**src/rtl/l1l_pkg.sv**
```systemverilog
package l1l_pkg;
  typedef enum logic [1:0] {
    ST_IDLE    = 2'd0,
    ST_RD_SEND = 2'd1,
    ST_RD_WAIT = 2'd2,
    ST_WR_SEND = 2'd3
  } ctl_state_e;
endpackage

```
**src/rtl/l1l_line_store.sv**
```systemverilog
module l1l_line_store #(
  parameter int IDX_W  = 3,
  parameter int TAG_W  = 7,
  parameter int DATA_W = 32,
  parameter int TS_W   = 32
) (
  input  logic              clk,
  input  logic              rst_n,
  input  logic [IDX_W-1:0]  rd_idx,
  output logic              rd_present,
  output logic [TAG_W-1:0]  rd_tag,
  output logic [DATA_W-1:0] rd_data,
  output logic [TS_W-1:0]   rd_exp,
  input  logic [IDX_W-1:0]  wr_idx,
  input  logic              data_we,
  input  logic              meta_we,
  input  logic [TAG_W-1:0]  wr_tag,
  input  logic [DATA_W-1:0] wr_data,
  input  logic [TS_W-1:0]   wr_exp
);
  localparam int SETS = 1 << IDX_W;

  logic [SETS-1:0]   line_sel;
  logic [SETS-1:0]   present_q;
  logic [SETS-1:0]   present_d;
  logic [TAG_W-1:0]  tag_q  [SETS];
  logic [DATA_W-1:0] data_q [SETS];
  logic [TS_W-1:0]   exp_q  [SETS];

  for (genvar g = 0; g < SETS; g++) begin : g_line
    assign line_sel[g]  = (wr_idx == IDX_W'(g));
    assign present_d[g] = present_q[g] | (meta_we & line_sel[g]);
  end

  always_ff @(posedge clk or negedge rst_n) begin
    if (!rst_n) present_q <= '0;
    else        present_q <= present_d;
  end

  always_ff @(posedge clk) begin
    if (data_we) data_q[wr_idx] <= wr_data;
    if (meta_we) begin
      tag_q[wr_idx] <= wr_tag;
      exp_q[wr_idx] <= wr_exp;
    end
  end

  assign rd_present = present_q[rd_idx];
  assign rd_tag     = tag_q[rd_idx];
  assign rd_data    = data_q[rd_idx];
  assign rd_exp     = exp_q[rd_idx];
endmodule

```
**src/rtl/l1l_lease_check.sv**
```systemverilog
module l1l_lease_check #(
  parameter int TAG_W = 7,
  parameter int TS_W  = 32
) (
  input  logic             present,
  input  logic [TAG_W-1:0] line_tag,
  input  logic [TAG_W-1:0] want_tag,
  input  logic [TS_W-1:0]  line_exp,
  input  logic [TS_W-1:0]  gtime,
  output logic             live
);
  // strictly later than now; unsigned, no wrap handling
  assign live = present && (line_tag == want_tag) && (line_exp > gtime);
endmodule

```
**src/rtl/l1l_ctrl.sv**
```systemverilog
module l1l_ctrl
  import l1l_pkg::*;
(
  input  logic clk,
  input  logic rst_n,
  input  logic req_valid,
  input  logic req_write,
  input  logic hit,
  input  logic l2_ready,
  input  logic fill_valid,
  output logic req_ready,
  output logic accept,
  output logic rd_send,
  output logic wr_send,
  output logic store_we,
  output logic fill_we,
  output logic rsp_hit,
  output logic rsp_store
);
  ctl_state_e state_q, state_d;

  always_comb begin
    state_d = state_q;
    case (state_q)
      ST_IDLE:    if (accept) state_d = req_write ? ST_WR_SEND : (hit ? ST_IDLE : ST_RD_SEND);
      ST_RD_SEND: if (l2_ready) state_d = ST_RD_WAIT;
      ST_RD_WAIT: if (fill_valid) state_d = ST_IDLE;
      ST_WR_SEND: if (l2_ready) state_d = ST_IDLE;
      default:    state_d = ST_IDLE;
    endcase
  end

  always_ff @(posedge clk or negedge rst_n) begin
    if (!rst_n) state_q <= ST_IDLE;
    else        state_q <= state_d;
  end

  assign req_ready = (state_q == ST_IDLE);
  assign accept    = req_valid && req_ready;
  assign rd_send   = (state_q == ST_RD_SEND);
  assign wr_send   = (state_q == ST_WR_SEND);
  assign store_we  = accept && req_write && hit;
  assign fill_we   = (state_q == ST_RD_WAIT) && fill_valid;
  assign rsp_hit   = accept && !req_write && hit;
  assign rsp_store = wr_send && l2_ready;


  miss_stall_chk: assert property (@(posedge clk) disable iff (!rst_n)
    (accept && !req_write && !hit) |=> !req_ready);


  wait_stall_chk: assert property (@(posedge clk) disable iff (!rst_n)
    ((state_q == ST_RD_WAIT) && !fill_valid) |=> !req_ready);
endmodule

```
**src/rtl/lease_l1_cache.sv**
```systemverilog
module lease_l1_cache #(
  parameter int ADDR_W   = 10,
  parameter int IDX_W    = 3,
  parameter int DATA_W   = 32,
  parameter int TS_W     = 32,
  parameter int LIFETIME = 16
) (
  input  logic              clk,
  input  logic              rst_n,
  input  logic [TS_W-1:0]   gtime,
  input  logic              req_valid,
  output logic              req_ready,
  input  logic              req_write,
  input  logic [ADDR_W-1:0] req_addr,
  input  logic [DATA_W-1:0] req_wdata,
  output logic              rsp_valid,
  output logic [DATA_W-1:0] rsp_data,
  output logic              l2_req_valid,
  input  logic              l2_req_ready,
  output logic              l2_req_write,
  output logic [ADDR_W-1:0] l2_req_addr,
  output logic [DATA_W-1:0] l2_req_wdata,
  output logic [TS_W-1:0]   l2_req_lifetime,
  input  logic              fill_valid,
  input  logic [DATA_W-1:0] fill_data,
  input  logic [TS_W-1:0]   fill_expiry
);
  localparam int TAG_W = ADDR_W - IDX_W;

  logic              accept, hit, rd_send, wr_send;
  logic              store_we, fill_we, rsp_hit, rsp_store;
  logic              rd_present;
  logic [TAG_W-1:0]  rd_tag;
  logic [DATA_W-1:0] rd_data;
  logic [TS_W-1:0]   rd_exp;
  logic [ADDR_W-1:0] addr_q;
  logic [DATA_W-1:0] wdata_q;
  logic              rsp_valid_q, rsp_valid_d;
  logic [DATA_W-1:0] rsp_data_q, rsp_data_d;
  logic [IDX_W-1:0]  wr_idx;
  logic [DATA_W-1:0] wr_data;

  l1l_ctrl u_ctrl (
    .clk        (clk),
    .rst_n      (rst_n),
    .req_valid  (req_valid),
    .req_write  (req_write),
    .hit        (hit),
    .l2_ready   (l2_req_ready),
    .fill_valid (fill_valid),
    .req_ready  (req_ready),
    .accept     (accept),
    .rd_send    (rd_send),
    .wr_send    (wr_send),
    .store_we   (store_we),
    .fill_we    (fill_we),
    .rsp_hit    (rsp_hit),
    .rsp_store  (rsp_store)
  );

  // fill writes the latched miss line; store hit writes the incoming line
  assign wr_idx  = fill_we ? addr_q[IDX_W-1:0] : req_addr[IDX_W-1:0];
  assign wr_data = fill_we ? fill_data : req_wdata;

  l1l_line_store #(
    .IDX_W (IDX_W), .TAG_W (TAG_W), .DATA_W (DATA_W), .TS_W (TS_W)
  ) u_lines (
    .clk        (clk),
    .rst_n      (rst_n),
    .rd_idx     (req_addr[IDX_W-1:0]),
    .rd_present (rd_present),
    .rd_tag     (rd_tag),
    .rd_data    (rd_data),
    .rd_exp     (rd_exp),
    .wr_idx     (wr_idx),
    .data_we    (fill_we | store_we),
    .meta_we    (fill_we),
    .wr_tag     (addr_q[ADDR_W-1:IDX_W]),
    .wr_data    (wr_data),
    .wr_exp     (fill_expiry)
  );

  l1l_lease_check #(.TAG_W (TAG_W), .TS_W (TS_W)) u_lease (
    .present  (rd_present),
    .line_tag (rd_tag),
    .want_tag (req_addr[ADDR_W-1:IDX_W]),
    .line_exp (rd_exp),
    .gtime    (gtime),
    .live     (hit)
  );

  always_ff @(posedge clk) begin
    if (accept) begin
      addr_q  <= req_addr;
      wdata_q <= req_wdata;
    end
  end

  always_comb begin
    rsp_valid_d = rsp_hit | fill_we | rsp_store;
    rsp_data_d  = rsp_data_q;
    if (rsp_hit)      rsp_data_d = rd_data;
    else if (fill_we) rsp_data_d = fill_data;
  end

  always_ff @(posedge clk or negedge rst_n) begin
    if (!rst_n) rsp_valid_q <= 1'b0;
    else        rsp_valid_q <= rsp_valid_d;
  end

  always_ff @(posedge clk) begin
    if (rsp_valid_d) rsp_data_q <= rsp_data_d;
  end

  assign rsp_valid       = rsp_valid_q;
  assign rsp_data        = rsp_data_q;
  assign l2_req_valid    = rd_send | wr_send;
  assign l2_req_write    = wr_send;
  assign l2_req_addr     = addr_q;
  assign l2_req_wdata    = wdata_q;
  assign l2_req_lifetime = wr_send ? '0 : TS_W'(LIFETIME);


  hit_resp_chk: assert property (@(posedge clk) disable iff (!rst_n)
    (accept && !req_write && hit) |=> (rsp_valid && !l2_req_valid));


  l2_hold_chk: assert property (@(posedge clk) disable iff (!rst_n)
    (l2_req_valid && !l2_req_ready) |=>
      (l2_req_valid && $stable(l2_req_addr) && $stable(l2_req_write) && $stable(l2_req_lifetime)));


  fill_resp_chk: assert property (@(posedge clk) disable iff (!rst_n)
    fill_we |=> (rsp_valid && rsp_data == $past(fill_data)));


  store_fwd_chk: assert property (@(posedge clk) disable iff (!rst_n)
    (accept && req_write) |=> (l2_req_valid && l2_req_write && l2_req_lifetime == '0));
endmodule

```
**config.mk**
```make
export PLATFORM = sky130hd
export DESIGN_NAME = lease_l1_cache
export DESIGN_NICKNAME = d
export VERILOG_FILES = /design/src/rtl/l1l_pkg.sv /design/src/rtl/l1l_line_store.sv /design/src/rtl/l1l_lease_check.sv /design/src/rtl/l1l_ctrl.sv /design/src/rtl/lease_l1_cache.sv
export SDC_FILE = /design/constraint.sdc
export NUM_CORES = 1
export LEC_CHECK = 0
export BUFFER_PORTS_ARGS = -buffer_cell sky130_fd_sc_hd__buf_4
export CAP_MARGIN = 40
export CORE_MARGIN = 3
export CORE_UTILIZATION = 55
export CTS_BUF_LIST = sky130_fd_sc_hd__clkbuf_8
export CTS_CLUSTER_SIZE = 16
export DETAILED_ROUTE_END_ITERATION = 8
export GPL_TIMING_DRIVEN = 0
export PLACE_DENSITY = 0.75
export SKIP_LAST_GASP = 1
export SLEW_MARGIN = 20
export SYNTH_ARGS = -nofsm -noshare
export SYNTH_HDL_FRONTEND = slang
export SYNTH_SLANG_ARGS = --single-unit
```
**constraint.sdc**
```tcl
create_clock -name clk -period 4.8 [get_ports clk]
set_input_delay 0.96 -clock clk [delete_from_list [all_inputs] [get_ports clk]]
set_output_delay 0.96 -clock clk [all_outputs]
set_load 0.02 [all_outputs]
```
==> key figures <==
Power and ir drop
  – Final Total Pwr: 0.0133 W
  – Pleak: 11.3 nW
  – Power per cell area: 420 mW/mm^2
  – VDD IR max: ~300 uV

Final layout
  – Area Growth Syn to Fin: 21.4%
  – Fin nets: ~1800
  – Fillers: 2984
  – Design area: about 0.032 mm^2
  – Multi-input gate area: 0.00631 mm^2
  – Register Area: 0.0196 mm^2
  – Post-route insts no fill: approximately 2400
  – Layout cells sized above 1: between 40% and 50%

Yosys
  – Yosys reg bits: between 600 and 700
  – Yosys warns: 0
  – EDFF count, synth: 642
  – Post-Syn Instances: 1267
  – Distinct cells, synth: 45
  – Sequential element share of the synthesized area: between 70% and 80%
  – Ys flop type: edfxtp_1
  – Cell Area, Synth: 0.0261 mm^2
  – Async SR Flop Fraction: 1.68%
  – Mapped Avg Cell Area: about 21 um^2

CTS
  – Worst skew pair latency: 710 ps
  – CTS tree: built
  – Clk buf depth: 3
  – Post-CTS Hold Buffers: 0
  – H-tree depth: 3
  – Clock Pin Slew Worst Setup and Hold Paths: ~60 ps
  – CTS sink count: about 650
  – TritonCTS buffer count: 101
  – Clock Tree Root: clkbuf_8

Die
  – Top Ports: 254
  – Starting Density: 55.9%
  – Die area: 0.0500 mm^2
  – Row Count: slightly below 80
  – Die Height: roughly 220 um
  – Die W: roughly 220 um
  – Core area: between 0.04 and 0.05 mm^2

Setup path
  – Worst R2R Start: u_lines.exp_q[3][1]
  – Element type at the critical path end: register
  – CP arrival: approximately 5000 ps
  – R2R Setup Slk: ~850 ps
  – Worst Setup SP: req_addr[1]
  – Crit Path Max Fanout: 19
  – R2r endpoint: rsp_data[6]
  – Startpoint types: input port
  – Reg2Reg Depth: 12
  – Critical path class: in2reg
  – CP required: 5220 ps
  – Setup crit end: rsp_data[6]

Run status
  – Outcome: finished clean

Drt
  – Wire length after detailed routing: slightly below 60 mm
  – DRT antenna net count: 0
  – Vias per cell: 5.76
  – Drt drc: 0
  – DR WL/cell: 24.7 um
  – DR pass1 iterations: 5
  – Via count: approximately 14000
  – Iteration-0 DRC Markers: ~1300

STA
  – Worst Tran Pin Value: about 800 ps
  – Fin Hold WS: ~89 ps
  – Final hold vios: 0
  – Maximum clock frequency: around 0.21 GHz
  – Part of the cycle the worst path needs: between 90% and 100%
  – Setup tns final: 0 ps
  – Fin Clk Skew: 49.5 ps
  – Endpoints failing setup: 0
  – Slew Limit Headroom: ~46%
  – Fin. max-slew vios: 0
  – Tmin final: about 4700 ps

Global route
  – First-pass GRT wire length: approximately 86 mm
  – Total Routing Usage GR: a little under a quarter
  – Initial antenna violation count: 3
  – Grt ovf: 0
  – Vias in the first global route: around 14000
  – Largest net degree at the start of global routing: 28

Place
  – Gpl congestion: around 0.77
  – DP HPWL: ~37 mm
  – Cells after DPL: between 2000 and 2500
  – Dpl cell area: roughly 0.030 mm^2
  – Port bufs: 222

Run
  – Max capacitance violation total: 0

Hold path
  – Worst Hold Class: in2async
[cells in the final DEF, fill, tap and decap left out, types with 3 or more instances in the layout]
master     Yosys  routed
a21o_1         4       4
and2_4         0      10
mux4_2       134     134
mux2_2        94      73
xnor2_1        5       5
dfrtp_1       11      11
buf_6          4      13
clkinv_1       0      25
nand2_1      109     109
nand3_1        8       8
bufinv_16      0       4
nand4_1        6       6
ha_1          32      31
or2_2          8       8
clkinv_2       0      16
inv_1         32      58
conb_1         1      31
buf_4         31     272
buf_1         14       5
edfxtp_1     642     642
buf_12         0      13
clkbuf_2       0       3
a21oi_1       13      13
nand2b_1       5       4
mux4_1         8       8
nor2b_1        3       3
o21ai_0        7       6
nor2_1        10       4
and4_1         4       4
mux2_4         0      21
inv_6          0       4
clkbuf_1      31      17
clkbuf_8       0     103
nor2_4         0       6
buf_16         0      12
buf_8          0       6
clkbuf_4       0       3
mux2i_1       11      11
[layout make-up]
type	count	area share (%)
Clock inverter	77	1.42
Buffer	81	2.04
Tap cell	607	2.40
Antenna cell	2	0.0158
Sequential cell	653	61.8
Clock buffer	102	4.44
Multi-Input combinational cell	532	19.9
Inverter	32	0.380
Timing Repair Buffer	266	7.55
[state kept, by name, summed over array words and instances (netlist names)]
| name | count |
|---|---|
| l2_req_addr | 10 |
| l2_req_wdata | 32 |
| rsp_data | 32 |
| rsp_valid | 1 |
| u_ctrl.state_q | 2 |
| u_lines.data_q | 256 |
| u_lines.exp_q | 256 |
| u_lines.present_q | 8 |
| u_lines.tag_q | 56 |
[Yosys cell counts (2+ instances only)]
| cell | count | area (um^2) |
|---|---|---|
| mux4_2 | 134 | 3020 |
| nor3_1 | 2 | 10.0 |
| clkbuf_1 | 31 | 116 |
| nand2_1 | 109 | 409 |
| nand3b_1 | 2 | 15.0 |
| o31ai_1 | 4 | 30.0 |
| and2_1 | 9 | 56.3 |
| a21oi_1 | 13 | 65.1 |
| a21o_1 | 4 | 30.0 |
| nor4_1 | 2 | 12.5 |
| mux4_1 | 8 | 210 |
| mux2_1 | 2 | 22.5 |
| mux2_2 | 94 | 1060 |
| ha_1 | 32 | 400 |
| nor2b_1 | 3 | 18.8 |
| xnor2_1 | 5 | 43.8 |
| nand3_1 | 8 | 40.0 |
| or2_2 | 8 | 50.1 |
| xor2_1 | 2 | 17.5 |
| nand4_1 | 6 | 37.5 |
| nor2_1 | 10 | 37.5 |
| buf_2 | 5 | 25.0 |
| and4_1 | 4 | 35.0 |
| buf_6 | 4 | 45.0 |
| buf_4 | 31 | 233 |
| nand2b_1 | 5 | 31.3 |
| inv_1 | 32 | 120 |
| edfxtp_1 | 642 | 19300 |
| mux2i_1 | 11 | 110 |
| o21ai_0 | 7 | 35.0 |
| buf_1 | 14 | 52.6 |
| dfrtp_1 | 11 | 275 |
[layer usage]
layer	track usage (%)	routed length, um	up-vias
li1	-	-	5883
met1	31.4	22600	6980
met2	38.4	28900	591
met3	5.20	4820	103
met4	8.65	1670	2
met5	0	13	-
[timing repair]
item,4_1_cts,5_1_grt
gates resized for setup,28,16
setup buffers,5,5
pin swaps,10,3
gates cloned,5,0
setup endpoints to repair,321,244
[per-stage QoR]
stage	worst slack, ps	utilization, %
2_1_floorplan	-153	-
3_3_place_gp	-3430	61.8
3_5_place_dp	-2070	63.2
4_1_cts	27.6	67.5
5_1_grt	-17.6	67.8
6_report	88.9	67.8
[power by group]
part | switching (W) | leakage, nW | internal, W
sequential | 0.000137 | 5.94 | 0.00689
combinational | 0.00119 | 4.33 | 0.000764
clock | 0.00210 | 1.06 | 0.00220
total | 0.00343 | 11.3 | 0.00985
[critical path: stages]
cell       delay (ps)
buf_4             110
buf_6             170
clkbuf_4          260
buf_8             230
buf_4             250
mux4_2            320
mux2_2            290
ha_1              310
nand4_1           110
buf_4             180
a2111oi_4         310
nor4_2            110
o211a_2           340
nor4b_4           410
buf_6             210
buf_6             200
mux2_4            320
[worst min path at each step]
stage / start / to / slack [ps] / depth (start not counted)
floorplan: u_lines.present_q[2] / u_lines.present_q[2] / 430 / 1
global placement: u_lines.present_q[6] / u_lines.present_q[6] / 440 / 1
detailed placement: u_lines.present_q[4] / u_lines.present_q[4] / 450 / 1
CTS: rst_n / u_ctrl.state_q[0] / 30 / 1
global route: rst_n / u_lines.present_q[2] / 50 / 1
finish: rst_n / u_ctrl.state_q[0] / 90 / 1
[kinds of logic after synthesis]
family | share of synthesized area, %
AO/OA/AOI/OAI | 0.912
XOR/XNOR | 0.235
adder cells (fa/ha/maj) | 1.54
buffers and inverters | 2.27
flip-flops | 75.0
multiplexers | 17.0
other | 0.0144
AND/OR/NAND/NOR | 3.04
No activity file was read; power rests on OpenSTA's default activity.
